File: src/rtl/cbt_pkg.sv
`timescale 1ns/1ps
package cbt_pkg;
  typedef enum logic [1:0] {
    SEG_SYNC = 2'd0,
    SEG_PH1  = 2'd1,
    SEG_PH2  = 2'd2
  } seg_e;
endpackage

File: src/rtl/cbt_edge_det.sv
`timescale 1ns/1ps
// Falling-edge finder on the receive line; idle level is recessive (1).
module cbt_edge_det (
  input  logic clk,
  input  logic rst_n,
  input  logic rx_i,
  output logic fall_o
);
  logic rx_prev_q;

  always_ff @(posedge clk or negedge rst_n) begin
    if (!rst_n) rx_prev_q <= 1'b1;
    else        rx_prev_q <= rx_i;
  end

  assign fall_o = rx_prev_q & ~rx_i;
endmodule

File: src/rtl/cbt_tq_prescaler.sv
`timescale 1ns/1ps
// Clock-to-quantum divider. A restart makes the current cycle the first
// clock of a quantum.
module cbt_tq_prescaler #(
  parameter int BRP_W = 6
) (
  input  logic             clk,
  input  logic             rst_n,
  input  logic             restart_i,
  input  logic [BRP_W-1:0] brp_m1_i,
  output logic             q_last_o,
  output logic             cnt_zero_o
);
  logic [BRP_W-1:0] cnt_q, cnt_eff;

  always_comb begin
    cnt_eff  = restart_i ? '0 : cnt_q;
    q_last_o = (cnt_eff == brp_m1_i);
  end

  always_ff @(posedge clk or negedge rst_n) begin
    if (!rst_n)        cnt_q <= '0;
    else if (q_last_o) cnt_q <= '0;
    else               cnt_q <= cnt_eff + BRP_W'(1);
  end

  assign cnt_zero_o = (cnt_q == '0);
endmodule

File: src/rtl/cbt_sync_ctl.sv
`timescale 1ns/1ps
// Decides, for a falling edge, between hard restart, phase-1 stretch,
// phase-2 cut or nothing.
module cbt_sync_ctl
  import cbt_pkg::*;
#(
  parameter int QC_W = 6,
  parameter int JW_W = 3
) (
  input  logic            fall_i,
  input  logic            bus_idle_i,
  input  logic            synced_i,
  input  seg_e            seg_i,
  input  logic [QC_W-1:0] qcnt_i,
  input  logic [QC_W-1:0] ts2_len_i,
  input  logic [QC_W-1:0] sjw_i,
  output logic            restart_o,
  output logic            ext_set_o,
  output logic            cut_set_o,
  output logic            mark_o,
  output logic [JW_W-1:0] adj_o
);
  logic [QC_W-1:0] err_early, err_late;

  always_comb begin
    err_early = qcnt_i + QC_W'(1);
    err_late  = ts2_len_i - qcnt_i;
    restart_o = 1'b0;
    ext_set_o = 1'b0;
    cut_set_o = 1'b0;
    mark_o    = 1'b0;
    adj_o     = '0;
    if (fall_i && bus_idle_i) begin
      restart_o = 1'b1;
    end else if (fall_i && !synced_i) begin
      case (seg_i)
        SEG_PH1: begin
          ext_set_o = 1'b1;
          mark_o    = 1'b1;
          adj_o     = JW_W'((err_early < sjw_i) ? err_early : sjw_i);
        end
        SEG_PH2: begin
          if (err_late <= sjw_i) begin
            restart_o = 1'b1;
          end else begin
            cut_set_o = 1'b1;
            mark_o    = 1'b1;
            adj_o     = JW_W'(sjw_i);
          end
        end
        default: ;
      endcase
    end
  end
endmodule

File: src/rtl/cbt_seg_seq.sv
`timescale 1ns/1ps
// Segment sequencer: walks sync / phase-1 / phase-2 quantum by quantum,
// applies stored adjustments and captures the sample.
module cbt_seg_seq
  import cbt_pkg::*;
#(
  parameter int QC_W = 6,
  parameter int JW_W = 3
) (
  input  logic            clk,
  input  logic            rst_n,
  input  logic            rx_i,
  input  logic            q_last_i,
  input  logic            restart_i,
  input  logic            ext_set_i,
  input  logic            cut_set_i,
  input  logic            mark_i,
  input  logic [JW_W-1:0] adj_i,
  input  logic [QC_W-1:0] ts1_len_i,
  input  logic [QC_W-1:0] ts2_len_i,
  output seg_e            seg_o,
  output logic [QC_W-1:0] qcnt_o,
  output logic            synced_o,
  output logic            smp_bit_o
);
  seg_e            seg_q, seg_c, seg_n;
  logic [QC_W-1:0] qcnt_q, qcnt_c, qcnt_n;
  logic [JW_W-1:0] ext_q, ext_c, ext_n;
  logic [JW_W-1:0] cut_q, cut_c, cut_n;
  logic            synced_q, synced_c, synced_n;
  logic            smp_q, smp_n;
  logic [QC_W-1:0] ph1_end, ph2_end;

  always_comb begin
    seg_c    = restart_i ? SEG_SYNC : seg_q;
    qcnt_c   = restart_i ? '0 : qcnt_q;
    ext_c    = restart_i ? '0 : (ext_set_i ? adj_i : ext_q);
    cut_c    = restart_i ? '0 : (cut_set_i ? adj_i : cut_q);
    synced_c = restart_i ? 1'b0 : (synced_q | mark_i);
    ph1_end  = ts1_len_i + QC_W'(ext_c) - QC_W'(1);
    ph2_end  = ts2_len_i - QC_W'(cut_c) - QC_W'(1);

    seg_n    = seg_c;
    qcnt_n   = qcnt_c;
    ext_n    = ext_c;
    cut_n    = cut_c;
    synced_n = synced_c;
    smp_n    = smp_q;

    if (q_last_i) begin
      case (seg_c)
        SEG_SYNC: begin
          seg_n  = SEG_PH1;
          qcnt_n = '0;
        end
        SEG_PH1: begin
          if (qcnt_c == ph1_end) begin
            seg_n  = SEG_PH2;
            qcnt_n = '0;
            smp_n  = rx_i;
          end else begin
            qcnt_n = qcnt_c + QC_W'(1);
          end
        end
        SEG_PH2: begin
          if (qcnt_c == ph2_end) begin
            seg_n    = SEG_SYNC;
            qcnt_n   = '0;
            ext_n    = '0;
            cut_n    = '0;
            synced_n = 1'b0;
          end else begin
            qcnt_n = qcnt_c + QC_W'(1);
          end
        end
        default: begin
          seg_n  = SEG_SYNC;
          qcnt_n = '0;
        end
      endcase
    end
  end

  always_ff @(posedge clk or negedge rst_n) begin
    if (!rst_n) begin
      seg_q    <= SEG_SYNC;
      qcnt_q   <= '0;
      ext_q    <= '0;
      cut_q    <= '0;
      synced_q <= 1'b0;
      smp_q    <= 1'b1;
    end else begin
      seg_q    <= seg_n;
      qcnt_q   <= qcnt_n;
      ext_q    <= ext_n;
      cut_q    <= cut_n;
      synced_q <= synced_n;
      smp_q    <= smp_n;
    end
  end

  assign seg_o     = seg_q;
  assign qcnt_o    = qcnt_q;
  assign synced_o  = synced_q;
  assign smp_bit_o = smp_q;
endmodule

File: src/rtl/can_bit_timer.sv
`timescale 1ns/1ps
module can_bit_timer
  import cbt_pkg::*;
#(
  parameter int BRP_W = 6,
  parameter int TS1_W = 4,
  parameter int TS2_W = 3,
  parameter int SJW_W = 2
) (
  input  logic             clk,
  input  logic             rst_n,
  input  logic             rx_i,
  input  logic             bus_idle_i,
  input  logic [BRP_W-1:0] cfg_brp_m1_i,
  input  logic [TS1_W-1:0] cfg_ts1_m1_i,
  input  logic [TS2_W-1:0] cfg_ts2_m1_i,
  input  logic [SJW_W-1:0] cfg_sjw_m1_i,
  output logic             tx_upd_o,
  output logic             smp_valid_o,
  output logic             smp_bit_o
);
  localparam int L1_W = TS1_W + 1;
  localparam int L2_W = TS2_W + 1;
  localparam int QC_W = ((L1_W > L2_W) ? L1_W : L2_W) + 1;
  localparam int JW_W = SJW_W + 1;

  logic [QC_W-1:0] ts1_len, ts2_len, sjw_len, sjw_eff;
  logic            fall_w, restart_w, ext_set_w, cut_set_w, mark_w;
  logic [JW_W-1:0] adj_w;
  logic            q_last_w, cnt_zero_w, synced_w;
  seg_e            seg_w;
  logic [QC_W-1:0] qcnt_w;

  always_comb begin
    ts1_len = QC_W'(cfg_ts1_m1_i) + QC_W'(1);
    ts2_len = QC_W'(cfg_ts2_m1_i) + QC_W'(1);
    sjw_len = QC_W'(cfg_sjw_m1_i) + QC_W'(1);
    sjw_eff = (sjw_len < ts1_len) ? sjw_len : ts1_len;
  end

  cbt_edge_det u_edge (
    .clk    (clk),
    .rst_n  (rst_n),
    .rx_i   (rx_i),
    .fall_o (fall_w)
  );

  cbt_sync_ctl #(.QC_W(QC_W), .JW_W(JW_W)) u_sync (
    .fall_i     (fall_w),
    .bus_idle_i (bus_idle_i),
    .synced_i   (synced_w),
    .seg_i      (seg_w),
    .qcnt_i     (qcnt_w),
    .ts2_len_i  (ts2_len),
    .sjw_i      (sjw_eff),
    .restart_o  (restart_w),
    .ext_set_o  (ext_set_w),
    .cut_set_o  (cut_set_w),
    .mark_o     (mark_w),
    .adj_o      (adj_w)
  );

  cbt_tq_prescaler #(.BRP_W(BRP_W)) u_presc (
    .clk        (clk),
    .rst_n      (rst_n),
    .restart_i  (restart_w),
    .brp_m1_i   (cfg_brp_m1_i),
    .q_last_o   (q_last_w),
    .cnt_zero_o (cnt_zero_w)
  );

  cbt_seg_seq #(.QC_W(QC_W), .JW_W(JW_W)) u_seq (
    .clk        (clk),
    .rst_n      (rst_n),
    .rx_i       (rx_i),
    .q_last_i   (q_last_w),
    .restart_i  (restart_w),
    .ext_set_i  (ext_set_w),
    .cut_set_i  (cut_set_w),
    .mark_i     (mark_w),
    .adj_i      (adj_w),
    .ts1_len_i  (ts1_len),
    .ts2_len_i  (ts2_len),
    .seg_o      (seg_w),
    .qcnt_o     (qcnt_w),
    .synced_o   (synced_w),
    .smp_bit_o  (smp_bit_o)
  );

  // A restart turns the edge cycle itself into the first sync clock.
  assign tx_upd_o    = ((seg_w == SEG_SYNC) && cnt_zero_w) || restart_w;
  assign smp_valid_o = (seg_w == SEG_PH2) && (qcnt_w == '0) && cnt_zero_w;
endmodule

File: config.mk
export PLATFORM = sky130hd
export DESIGN_NAME = can_bit_timer
export DESIGN_NICKNAME = d
export VERILOG_FILES = /design/src/rtl/cbt_pkg.sv /design/src/rtl/cbt_edge_det.sv /design/src/rtl/cbt_tq_prescaler.sv /design/src/rtl/cbt_sync_ctl.sv /design/src/rtl/cbt_seg_seq.sv /design/src/rtl/can_bit_timer.sv
export SDC_FILE = /design/constraint.sdc
export NUM_CORES = 1
export LEC_CHECK = 0
export BUFFER_PORTS_ARGS = -buffer_cell sky130_fd_sc_hd__buf_2
export CORE_MARGIN = 2
export CORE_UTILIZATION = 56
export CTS_CLUSTER_DIAMETER = 30
export DETAILED_ROUTE_END_ITERATION = 8
export GPL_TIMING_DRIVEN = 0
export PLACE_DENSITY = 0.76
export SLEW_MARGIN = 10
export SYNTH_ARGS = -nofsm -noshare
export SYNTH_HDL_FRONTEND = slang
export SYNTH_SLANG_ARGS = --single-unit
export TNS_END_PERCENT = 10
File: constraint.sdc
create_clock -name clk -period 5.26 [get_ports clk]
set_input_delay 0 -clock clk [delete_from_list [all_inputs] [get_ports clk]]
set_output_delay 0 -clock clk [all_outputs]
set_load 0.01 [all_outputs]
# After elaboration in Yosys (flattened, before gate mapping)
# Cells that the tools add are included.
dict set report word_totals {
  input_bits 19
  regBits 23
  word_cells 90
  out_inout_bits 3
}
dict set report op_classes {
  reduce_logical 12
  n_eq_ne 7
  add_sub_neg 11
  mux 46
  bitwise 3
  magnitude_cmp 3
}
# cell count
set ops {}
lappend ops {{2-to-1 mux 3 bit} 14}
lappend ops {{2-to-1 mux 6 bit} 6}
lappend ops {{adder 6 x 1 -> 6 bit, second input constant} 3}
lappend ops {{== test 6 bit} 3}
lappend ops {{2-to-1 mux 1 bit} 17}
lappend ops {{zero test 6 bit} 2}
lappend ops {{case mux 6 bit (2 select lines)} 1}
lappend ops {{subtractor 6 x 1 -> 6 bit, second input constant} 2}
lappend ops {{2-to-1 mux 2 bit} 4}
lappend ops {{adder 5 x 3 -> 6 bit} 1}
lappend ops {{<= comparator 6 x 5 -> 1 bit} 1}
lappend ops {{less-than comparator 6 x 5 -> 1 bit} 1}
lappend ops {{case mux 2 bit (3 select lines)} 1}
lappend ops {{case mux 3 bit (2 select lines)} 1}
lappend ops {{subtractor 4 x 6 -> 6 bit} 1}
lappend ops {{adder 4 x 1 -> 5 bit, second input constant} 1}
lappend ops {{logical AND 1 bit} 5}
lappend ops {{less-than comparator 3 x 5 -> 1 bit} 1}
lappend ops {{2-to-1 mux 5 bit} 1}
lappend ops {{subtractor 4 x 3 -> 5 bit} 1}
lappend ops {{adder 3 x 1 -> 4 bit, second input constant} 1}
lappend ops {{== test 2 x 1 -> 1 bit, second input constant} 2}
lappend ops {{== test 2 bit, second input constant} 2}
lappend ops {{zero test 2 bit} 2}
lappend ops {{other kinds (8)} 8}

# Logic depth before layout (Yosys ltp)
dict set report logic_depth {
  word_depth 16
  ltp_mapped 32
  depth_no_buf 32
}

# By module
# From an unflattened synthesis, not the netlist that was laid out.
dict set report hier_totals {
  cells_unflattened 364
  hier_area_um2 3062.9
}
# mod area_per_inst_um2 seq_area_each_um2 cells_each instances
set by_module_without_submodules {}
lappend by_module_without_submodules {cbt_seg_seq 1565.3 401.6 183 1}
lappend by_module_without_submodules {cbt_sync_ctl 745.7 0.0 100 1}
lappend by_module_without_submodules {cbt_tq_prescaler 465.4 150.1 49 1}
lappend by_module_without_submodules {can_bit_timer 246.5 0.0 30 1}
lappend by_module_without_submodules {cbt_edge_det 40.0 26.3 2 1}

# Least setup slack after synthesis
# Ideal clock, no wire load.
dict set report synth_path {
  kind {reg-to-reg}
  startpoint {register u_seq.qcnt_q[1] (netlist: u_seq.qcnt_o[1])}
  endpoint {register u_seq.qcnt_q[0] (netlist: u_seq.qcnt_o[0])}
  arrival_time_ns 5.574
  path_stages_with_launch 29
  path_buffers 2
  required_time_ns 5.135
  setup_ns 0.125
  slack_ns -0.439
  synth_period_minus_slack_ns 5.699
  cell_sequence {dfrtp_1 -> clkbuf_1 -> inv_1 -> ha_1 -> nor2b_1 -> o21a_1 -> nor2_1 -> xnor2_1 -> ha_1 -> and3_1 -> o21ai_0 -> a32oi_1 -> a211oi_4 -> or2_2 -> buf_2 -> nor2_1 -> ha_1 -> inv_1 -> fa_1 -> xnor2_2 -> nand2_1 -> maj3_1 -> a211o_1 -> a311oi_1 -> mux2i_1 -> a21oi_1 -> a21boi_2 -> nor3_1 -> mux2_2}
}
dict set report synth_between {
  elab_chain_len 14
  elab_cells_between_ends 38
  classes_between {add/sub (7); order compare (2); eq/ne (5); mux (24)}
}
# element line
set synth_lines {}
lappend synth_lines {{start, declared} cbt_seg_seq.sv:27} ;# logic [QC_W-1:0] qcnt_q, qcnt_c, qcnt_n;
lappend synth_lines {{start signal, assigned} cbt_seg_seq.sv:94} ;# qcnt_q <= qcnt_n;
lappend synth_lines {{subtractor 4 x 6 -> 6 bit / adder 6 x 1 -> 6 bit (equally long branches)} {cbt_sync_ctl.sv:27, cbt_sync_ctl.sv:26}}
lappend synth_lines {{<= comparator 6 x 5 -> 1 bit / less-than comparator 6 x 5 -> 1 bit (equally long branches)} {cbt_sync_ctl.sv:43, cbt_sync_ctl.sv:40}}
lappend synth_lines {{2-to-1 mux 3 bit, or another cell as far along} cbt_sync_ctl.sv:43} ;# if (err_late <= sjw_i) begin
lappend synth_lines {{case mux 3 bit (2 select lines) / 2-to-1 mux 1 bit (equally long branches)} cbt_sync_ctl.sv:36} ;# case (seg_i)
lappend synth_lines {{2-to-1 mux 3 bit / 2-to-1 mux 1 bit (equally long branches)} cbt_sync_ctl.sv:35} ;# end else if (fall_i && !synced_i) begin
lappend synth_lines {{2-to-1 mux 3 bit / 2-to-1 mux 1 bit (equally long branches)} cbt_sync_ctl.sv:33} ;# if (fall_i && bus_idle_i) begin
lappend synth_lines {{2-to-1 mux 3 bit (on tied branches) (2 in series)} {cbt_seg_seq.sv:37, cbt_seg_seq.sv:38}}
lappend synth_lines {{adder 5 x 3 -> 6 bit / subtractor 4 x 3 -> 5 bit (equally long branches)} {cbt_seg_seq.sv:40, cbt_seg_seq.sv:41}}
lappend synth_lines {{subtractor 6 x 1 -> 6 bit (on tied branches)} {cbt_seg_seq.sv:40, cbt_seg_seq.sv:41}}
lappend synth_lines {{== test 6 bit (on tied branches)} {cbt_seg_seq.sv:57, cbt_seg_seq.sv:66}}
lappend synth_lines {{2-to-1 mux 6 bit (on tied branches)} {cbt_seg_seq.sv:57, cbt_seg_seq.sv:66}}
lappend synth_lines {{case mux 6 bit (2 select lines)} cbt_seg_seq.sv:51} ;# case (seg_c)
lappend synth_lines {{2-to-1 mux 6 bit *} cbt_seg_seq.sv:50} ;# if (q_last_i) begin
lappend synth_lines {{net u_seq.qcnt_n[0]} cbt_seg_seq.sv:27}
# The timed path passes the listed nets; every way through them passes the cells marked *.
# A chain may end at the register's enable or synchronous reset.

# Worst setup path after layout
dict set report layout_path {
  startpoint {register u_seq.qcnt_q[0] (netlist: u_seq.qcnt_o[0])}
  endpoint {register u_seq.qcnt_q[4] (netlist: u_seq.qcnt_o[4])}
}
# The elaborated chain is that of the path after synthesis.

==> qor.csv <==
metric;value;unit
status;complete, but fails checks;
failing checks;negative setup slack;
clock sinks;23;
die extent in y;76.8;um
routed len/inst;16.0;um
DR iter-0 viols;156;
gp weighted congestion;0.889;
setup repair after global routing missed its margin;yes;
vias in the first global route;2702;
DIE AREA;5900;um2
Worst Setup Slack, final;-0.467;ns
peak supply drop;223;uV
Synth Area in Adders;19.6;%
simple-gate area share of the yosys netlist;23.4;%
MaxCap Viol Count;0;
Ys Warns;0;
Reg area;579;um2
Rel. slew slack;65.2;%
RR Endpoint;u_seq.qcnt_o[4]$_DFF_PN0_;
share of cells above drive strength 1;29.6;%
dominant synthesized flop cell;dfrtp_1;
fin area;3740;um2
post-synth top area share;17.7;%
pwr/cell area;218;nW/um2
Die Wd;76.8;um
dpl hpwl;5620;um
Final #Nets;475;
Layout area overhead;26.0;%
largest net degree at the start of global routing;24;
Reg clk slew, reported paths;0.08;ns
max incr delay on CP;0.57;ns
Synth Area in XOR/XNOR;9.83;%
max frequency;175;MHz
Final Hold Fails;0;
Slew @ Worst Pin;0.522;ns
worst-path fanout max;6;
io pins;22;
Synth Area in Compound Gates;20.7;%
vias per cell;5.93;
number of cell rows;26;
CP Capture Type;flip-flop;
Post-synth ARST share;100;%
Seq/Total Area, Yosys;19.5;%
Arr. time, crit path;5.91;ns
IO buf count;21;
# setup viols final;16;
drt pass-1 iters;5;
DRC errors left;0;
DR vias;2860;
r2r startpoint;u_seq.qcnt_o[0]$_DFF_PN0_;
Layout fillers;392;
FF-to-FF path depth;30;
cell area after placement;3290;um2
fin crit share;109;%
Req. time, crit path;5.44;ns
Syn Nets;427;
Yosys cell types;58;
Overflow after GRT;0;
count of state elements after synthesis;23;
multiplexer area fraction after synthesis;1.43;%
ant diodes;0;
EDFF count, synth;0;
Max Slew Vio Count;0;
Root Buffer;clkbuf_8;
multi-input logic area;2550;um2
worst-skew pair later-pin latency;0.27;ns
post-synth top area cell;dfrtp_1;
Mapped Cells;365;
synthesized cell area;2970;um2
Leakage;1.65;nW
Worst R2R Setup Slack;-0.47;ns
cts bufs inserted;3;
Final Skew;0.00211;ns
starting density of the core;58.1;%
GRT Util Overall;25.8;%
mean post-synth cell area;8.13;um2
core area;5110;um2
Critical Path End;u_seq.qcnt_o[4]$_DFF_PN0_;
minimum clock period;5.73;ns
htree depth;1;
CP Launch Type;flip-flop;
main combinational cell family by area after synthesis;simple AND/OR/NAND/NOR gates;
Crit Path Class;reg2reg;
CTS tree;done;
synth top area cells;dfrtp_1 (18%), ha_1 (17%), xnor2_1 (5.0%);
Routed Antenna Nets;0;
CP max-delay cell;fa_2;
DRT Wirelength;7730;um
worst hold path class;in2async;
first-pass GRT wire length;12400;um
pre-CTS WS;-1.19;ns
initial antenna violation count;0;
Max Root-Sink Buffers;2;
origin of the worst setup path;u_seq.qcnt_o[0]$_DFF_PN0_;
CP dominant cell by count;a21oi_2;
[final cells by class]
| cell class | instances | share of cell area, % |
|---|---|---|
| plain buffers | 10 | 1.98 |
| repair buffers | 43 | 7.37 |
| inverters | 30 | 3.28 |
| well taps | 70 | 2.34 |
| flip-flops and latches | 23 | 15.5 |
| multi-input cells | 302 | 68.3 |
| clock buffers | 4 | 1.21 |
[per-layer routing]
layer / routed length (um) / track usage (%)
met1: 3510 / 33.8
met2: 3790 / 46.8
met3: 325 / 1.18
met4: 108 / 6.00
met5: 0 / 0
[registers in the layout (all words and copies together), names as in the netlist]
signal / count
u_seq.ext_q: 3
u_seq.cut_q: 3
u_presc.cnt_q: 6
u_edge.rx_prev_q: 1
u_seq.synced_o: 1
u_seq.seg_o: 2
u_seq.qcnt_o: 6
u_seq.smp_bit_o: 1
[placed cells by master (no fill, tap or decap), drive strengths merged, types with 3 or more instances in the layout]
master / n
nor4b: 3
nor2b: 13
fa: 3
and2: 4
inv: 29
or3: 3
dfrtp: 21
xnor2: 19
o32ai: 3
nor3: 11
nand2: 29
nor2: 35
and3: 3
a21oi: 17
buf: 45
o21a: 5
a211oi: 4
o31ai: 4
a21o: 10
nand2b: 8
xor2: 10
a31oi: 8
o21ai: 13
ha: 40
nand3: 20
clkbuf: 10
[repair_timing]
item                                    in CTS  in global routing
gates resized for setup                     27                 27
hold buffers                                 2                  0
endpoints found under the hold margin       22                  0
endpoints found under the setup margin      16                 16
pin swaps                                   21                 22
buffers inserted                            16                  4
[cell usage after synthesis (all sizes together) (4+ instances only)]
master,n
and2,4
a21o,10
nand2b,8
xor2,10
nand2,29
xnor2,19
nor2,35
nor3,11
o31ai,4
inv,29
o21ai,13
clkbuf,7
nor2b,13
dfrtp,21
a211oi,4
ha,40
nand3,20
o21a,5
a21oi,17
a31oi,8
[worst min path at each step]
stage	slack, ns	endpoint	depth (start not counted)
5_1_grt	0.30	u_seq.synced_o$_DFF_PN0_	2
3_3_place_gp	0.005	u_seq.synced_o$_DFF_PN0_	1
2_1_floorplan	-0.30	u_presc.cnt_q[0]$_DFF_PN0_	0
4_1_cts	0.26	u_seq.synced_o$_DFF_PN0_	2
3_5_place_dp	0.007	u_seq.synced_o$_DFF_PN0_	1
6_report	0.23	u_seq.seg_o[0]$_DFF_PN0_	2
[power breakdown]
part           switching, W  internal [W]  leakage, nW
Combinational      0.000250      0.000214         1.33
Sequential        0.0000387      0.000204        0.303
Clock             0.0000551     0.0000541       0.0228
[logic make-up (layout without fill, tap and decap cells)]
logic type | count (synthesis) | after routing
adders and majority gates | 45 | 45
DFF | 23 | 23
muxes | 4 | 4
and+or+nand+nor | 139 | 139
buffers and inverters | 40 | 87
AOI/OAI and AO/OA | 84 | 84
xor gates and xnor gates | 30 | 30
[critical path: cells and delay by family (launching register included)]
kind | cells | cell delay (ns)
adders and majority gates | 6 | 1.87
and+or+nand+nor | 5 | 0.77
xor gates and xnor gates | 2 | 0.31
buffers and inverters | 4 | 0.29
DFF | 1 | 0.43
AOI/OAI and AO/OA | 13 | 1.95
[metrics by stage]
step | hold WS, ns | TNS, ns | util [%] | cells | total power (W)
floorplan | -0.296 | -0.128 | - | 365 | 0.000538
global placement | 0.00535 | -14.41 | 64.4 | 456 | 0.000619
detailed placement | 0.00678 | -16.16 | 64.4 | 456 | 0.000631
CTS | 0.256 | -3.54 | 70.3 | 478 | 0.000781
global route | 0.298 | -8.57 | 73.2 | 482 | 0.000877
finish | 0.233 | -4.58 | 73.2 | 482 | 0.000815
No activity file was read; power rests on OpenSTA's default activity.
